--- src/rtl/ssr_pkg.sv ---
package ssr_pkg;

  typedef enum logic [2:0] {
    ST_OFF      = 3'd0,
    ST_CHARGE   = 3'd1,
    ST_RUN      = 3'd2,
    ST_RECHARGE = 3'd3,
    ST_FAULT    = 3'd4
  } seq_state_e;

  typedef struct packed {
    logic trip;
    logic sw_off;
    logic drain_ok;
    logic above_floor;
    logic above_rearm;
    logic above_off;
    logic above_on;
  } flags_t;

  localparam int unsigned FLAG_W = $bits(flags_t);

endpackage

--- src/rtl/ssr_rst_sync.sv ---
module ssr_rst_sync #(
  parameter int unsigned STAGES = 2
) (
  input  logic clk,
  input  logic arst_n,
  output logic srst_n
);

  logic [STAGES-1:0] chain;

  always_ff @(posedge clk or negedge arst_n) begin
    if (!arst_n) begin
      chain <= '0;
    end else begin
      chain <= {chain[STAGES-2:0], 1'b1};
    end
  end

  assign srst_n = chain[STAGES-1];

endmodule

--- src/rtl/ssr_flag_sync.sv ---
module ssr_flag_sync #(
  parameter int unsigned WIDTH  = 7,
  parameter int unsigned STAGES = 2
) (
  input  logic             clk,
  input  logic             rst_n,
  input  logic [WIDTH-1:0] din,
  output logic [WIDTH-1:0] dout
);

  logic [WIDTH-1:0] stg [STAGES];

  for (genvar g = 0; g < STAGES; g++) begin : g_stage
    logic [WIDTH-1:0] src;
    if (g == 0) begin : g_first
      assign src = din;
    end else begin : g_next
      assign src = stg[g-1];
    end
    always_ff @(posedge clk or negedge rst_n) begin
      if (!rst_n) begin
        stg[g] <= '0;
      end else begin
        stg[g] <= src;
      end
    end
  end

  assign dout = stg[STAGES-1];

endmodule

--- src/rtl/ssr_fsm.sv ---
module ssr_fsm
  import ssr_pkg::*;
(
  input  logic       clk,
  input  logic       rst_n,
  input  flags_t     flg,
  output seq_state_e state_o,
  output logic       charge_en_o,
  output logic       run_en_o
);

  seq_state_e state_q, state_d;

  always_comb begin
    state_d = state_q;
    unique case (state_q)
      ST_OFF: begin
        if (flg.drain_ok) state_d = ST_CHARGE;
      end
      ST_CHARGE: begin
        if (!flg.drain_ok)     state_d = ST_OFF;
        else if (flg.trip)     state_d = ST_FAULT;
        else if (flg.above_on) state_d = ST_RUN;
      end
      ST_RUN: begin
        if (!flg.above_off)        state_d = ST_OFF;
        else if (flg.trip)         state_d = ST_FAULT;
        else if (!flg.above_rearm) state_d = ST_RECHARGE;
      end
      ST_RECHARGE: begin
        if (!flg.above_off)    state_d = ST_OFF;
        else if (flg.trip)     state_d = ST_FAULT;
        else if (flg.above_on) state_d = ST_RUN;
      end
      ST_FAULT: begin
        if (!flg.above_floor) state_d = ST_OFF;
      end
      default: state_d = ST_OFF;
    endcase
  end

  always_ff @(posedge clk or negedge rst_n) begin
    if (!rst_n) begin
      state_q <= ST_OFF;
    end else begin
      state_q <= state_d;
    end
  end

  logic in_run, top_up;

  always_comb begin
    in_run = (state_q == ST_RUN) || (state_q == ST_RECHARGE);
    top_up = (state_q == ST_RECHARGE) && flg.sw_off;
    charge_en_o = flg.drain_ok && ((state_q == ST_CHARGE) || top_up);
    run_en_o    = in_run;
    state_o     = state_q;
  end

endmodule

--- src/rtl/ssr_supply_seq.sv ---
module ssr_supply_seq
  import ssr_pkg::*;
#(
  parameter int unsigned SYNC_STAGES = 2,
  parameter int unsigned RST_STAGES  = 2
) (
  input  logic       clk,
  input  logic       rst_n,
  input  logic       vcc_ge_on,
  input  logic       vcc_ge_off,
  input  logic       vcc_ge_rearm,
  input  logic       vcc_ge_floor,
  input  logic       hv_avail,
  input  logic       sw_off,
  input  logic       prot_trip,
  output logic       hv_charge_en,
  output logic       run_en,
  output logic [2:0] seq_state
);

  logic              rst_n_s;
  logic [FLAG_W-1:0] flg_raw, flg_vec;
  flags_t            flg_s;
  seq_state_e        st;

  ssr_rst_sync #(.STAGES(RST_STAGES)) rst_sync_i (
    .clk    (clk),
    .arst_n (rst_n),
    .srst_n (rst_n_s)
  );

  assign flg_raw = {prot_trip, sw_off, hv_avail, vcc_ge_floor,
                    vcc_ge_rearm, vcc_ge_off, vcc_ge_on};

  ssr_flag_sync #(.WIDTH(FLAG_W), .STAGES(SYNC_STAGES)) flag_sync_i (
    .clk   (clk),
    .rst_n (rst_n_s),
    .din   (flg_raw),
    .dout  (flg_vec)
  );

  assign flg_s = flags_t'(flg_vec);

  ssr_fsm fsm_i (
    .clk         (clk),
    .rst_n       (rst_n_s),
    .flg         (flg_s),
    .state_o     (st),
    .charge_en_o (hv_charge_en),
    .run_en_o    (run_en)
  );

  assign seq_state = st;

endmodule

--- config.mk ---
export PLATFORM = sky130hd
export DESIGN_NAME = ssr_supply_seq
export DESIGN_NICKNAME = d
export VERILOG_FILES = /design/src/rtl/ssr_pkg.sv /design/src/rtl/ssr_rst_sync.sv /design/src/rtl/ssr_flag_sync.sv /design/src/rtl/ssr_fsm.sv /design/src/rtl/ssr_supply_seq.sv
export SDC_FILE = /design/constraint.sdc
export NUM_CORES = 1
export LEC_CHECK = 0
export ABC_CLOCK_PERIOD_IN_PS = 1900
export BUFFER_PORTS_ARGS = -buffer_cell sky130_fd_sc_hd__buf_2
export CAP_MARGIN = 25
export CORE_AREA = 8 8 57 59
export CTS_CLUSTER_DIAMETER = 60
export CTS_CLUSTER_SIZE = 12
export DETAILED_ROUTE_END_ITERATION = 8
export DIE_AREA = 0 0 65 67
export SYNTH_ARGS = -nofsm -noshare
export SYNTH_HDL_FRONTEND = slang
export SYNTH_SLANG_ARGS = --single-unit
--- constraint.sdc ---
create_clock -name clk -period 1.9 [get_ports clk]
set_input_delay 0.095 -clock clk [delete_from_list [all_inputs] [get_ports clk]]
set_output_delay 0.095 -clock clk [all_outputs]
set_load 0.05 [all_outputs]
==> results.cfg <==
[critical_path]
critPathLaunchType = flop
worstReg2RegStart = fsm_i.state_o[0]
r2r-end = fsm_i.state_o[0]
required_ns = 1.80
crit_arrival_ns = 1.29
critPathKind = flop to output pin
cp-end-kind = output pin
regToRegSetupSlack_ns = 0.90
rr_worst_depth = 3
critPathMaxFanout = 8

[pwr]
p_clk_frac = 0.265
p_per_area_nw_per_um2 = 936.7
internal_power_uw = 545.9
p_comb_frac = 0.131
p_leak_nw = 0.3711
p_seq_frac = 0.604
p_switching_uw = 203.0
vdd_drop_max_mv = 0.5430
switching_share = 0.2710

[yosys]
ys_ff_latch = 19
synth-seq-area-share = 0.8172
synthesis.area_sq_um = 581.8
yosysWarnings = 0
synth_top_area_cell = dfrtp_1
synthTopCellsByArea = dfrtp_1 (82%), a211oi_1 (2.6%), nor2b_1 (2.2%), o31ai_2 (2.2%), mux2i_1 (1.7%)
synth_area_per_cell_sq_um = 16.16
synth_top_cell_area_share = 0.8172
synthesis.nets = 45
netlist_instances = 36
synth_cell_types = 15

[route]
vias = 347
wl_met2_um = 409
wl_met3_um = 105
top_layer = met3
wl_per_cell_um = 9.604
m1WireLength_um = 359
drt-total-wl_um = 874
post-route-drc-count = 0
drt-initial-drc-count = 6
firstDrtPassIters = 2
drt-vias-per-instance = 3.813
postRouteAntennaNets = 0

[grt]
grt_max_degree = 18
gr-usage-all-layers = 0.04890
antenna_found_initial = 0
grt_pass1_vias = 405
grt-ovfl-total = 0
grt_pass1_wl_mm = 1.628

[placed_design]
placed_cell_area_sq_um = 689.4
gp_congestion = 0.8213
port_buffers = 13
dp_hpwl_um = 630.6

[floorplanning]
io_pins = 14
core_sq_um = 2365
die_h_um = 67
floorplan.initialDensity = 0.2460
num_rows = 18
dieArea_sq_um = 4355
die_w_um = 65

[timing]
grt_setup_unrepaired = false
tns_ns = 0
fmax_mhz = 722.4
final.setup_skew_ns = 0.002301
worst_slew_margin_rel = 0.5832
hold_violations = 0
tightest_slew_ns = 0.6252
finalCritPeriodShare = 0.7286
slew_violations = 0
setup_viol = 0
post-route-min-period_ns = 1.384

[clock_tree]
cts_buffers = 3
clock_latency_ns = 0.29
clk_pin_slew_worst_paths_ns = 0.10
htreeDepth = 1
cts.sinks = 19
cts_tree = done
post-cts-setup-buffer-count = 0
cts.path.max_buffers = 2
cts_root_buf = clkbuf_4

[layout]
n_antenna_cell = 0
final_layout_size_suffix_gt1_frac = 0.3115
area_growth_pct = 37.42
stdcell_area_sq_um = 799.5
nFillCells = 237
layout.nets = 71

[min_path]
hp-class = input port to asynchronous set/reset pin

[outcome]
outcome = finished clean

[run]
maxCapViolCount = 0
==> logic make-up after synthesis <==
group,after synthesis,share of synthesized area
AO/OA/AOI/OAI,5,0.06880
buffers and inverters,1,0.006445
flip-flops,19,0.8172
multiplexers,1,0.01720
other,1,0.006445
AND/OR/NAND/NOR,9,0.08386
==> how the worst max path moves through the flow <==
stage	startpoint	end	slack, ns	cells after the start
2_1_floorplan	fsm_i.state_o[0]	hv_charge_en	0.31	2
3_3_place_gp	fsm_i.state_o[1]	hv_charge_en	0.86	3
3_5_place_dp	fsm_i.state_o[1]	hv_charge_en	0.84	3
4_1_cts	fsm_i.state_o[1]	hv_charge_en	0.49	3
5_1_grt	fsm_i.state_o[1]	hv_charge_en	0.43	3
6_report	fsm_i.state_o[1]	hv_charge_en	0.52	3
==> layer usage <==
| metal | vias up | track usage |
|---|---|---|
| met5 | - | 0 |
| met4 | 0 | 0.008174 |
| met3 | 0 | 0.04530 |
| met2 | 14 | 0.07702 |
| met1 | 163 | 0.04729 |
| li1 | 170 | - |
==> cells in the mapped netlist <==
| master | number |
|---|---|
| inv_1 | 1 |
| nor2b_1 | 2 |
| nand2_1 | 2 |
| nor3_1 | 1 |
| a211oi_1 | 2 |
| nand2b_1 | 1 |
| nor2_1 | 1 |
| a21oi_1 | 1 |
| mux2i_1 | 1 |
| nand4b_1 | 1 |
| conb_1 | 1 |
| o31ai_2 | 1 |
| nand3_1 | 1 |
| dfrtp_1 | 19 |
| o21a_1 | 1 |
==> cell usage in the layout, fill, tap and decap left out <==
master	netlist	final
nor2b_1	2	2
clkbuf_4	0	3
o21a_1	1	1
o31ai_2	1	1
clkinvlp_4	0	1
nand2_1	2	2
mux2i_1	1	1
nor2_1	1	1
dfrtp_1	19	19
a211oi_1	2	2
a21oi_1	1	1
dlygate4sd3_1	0	8
conb_1	1	1
nor3_2	0	1
buf_2	0	13
inv_1	1	1
nand2b_1	1	1
nand3_1	1	1
nand4b_1	1	1
==> area by class of cell <==
cell class | instances | area [sq um] | area share
clock buffer | 3 | 22.52 | 0.02817
clock inverter | 1 | 7.507 | 0.009390
inverter | 1 | 3.754 | 0.004695
multi-input combinational | 16 | 107.6 | 0.1346
sequential | 19 | 475.5 | 0.5947
tap | 30 | 37.54 | 0.04695
timing repair buffer | 21 | 145.1 | 0.1815
==> power groups by stage <==
stage | combinational (mW) | sequential, mW | clock (mW)
6_report | 0.0979 | 0.452 | 0.199
5_1_grt | 0.106 | 0.458 | 0.232
3_3_place_gp | 0.0857 | 0.460 | 0
2_1_floorplan | 0.0363 | 0.482 | 0
4_1_cts | 0.0987 | 0.453 | 0.211
3_5_place_dp | 0.0862 | 0.461 | 0
==> registers in the layout (all words and copies together), names as in the netlist <==
| signal | count |
|---|---|
| fsm_i.state_o | 3 |
| flag_sync_i.dout | 7 |
| flag_sync_i.g_stage.src | 7 |
| rst_sync_i.chain | 2 |
==> stage by stage <==
stage / power (mW) / setup slack [ns] / utilization / cells / hold slack (ns)
after floorplan: 0.5186 / 0.3091 / - / 36 / -0.2006
after global routing: 0.7957 / 0.4302 / 0.3381 / 91 / 0.06935
final: 0.7489 / 0.5157 / 0.3381 / 91 / 0.09790
after CTS: 0.7629 / 0.4924 / 0.3381 / 91 / 0.08061
after global placement: 0.5457 / 0.8607 / 0.2915 / 79 / -0.1204
after detailed placement: 0.5476 / 0.8413 / 0.2915 / 79 / -0.1176
==> worst max-delay path, cell delays in order, from the launching register on <==
cell and delay, ns:
dfrtp_1 0.46, nor2b_1 0.17, nor3_2 0.09, buf_2 0.28
==> timing repair <==
action,4_1_cts,5_1_grt
gates resized for setup,0,0
hold endpoints to repair,9,0
hold buffers,8,0
(Power assumes the default switching activity.)
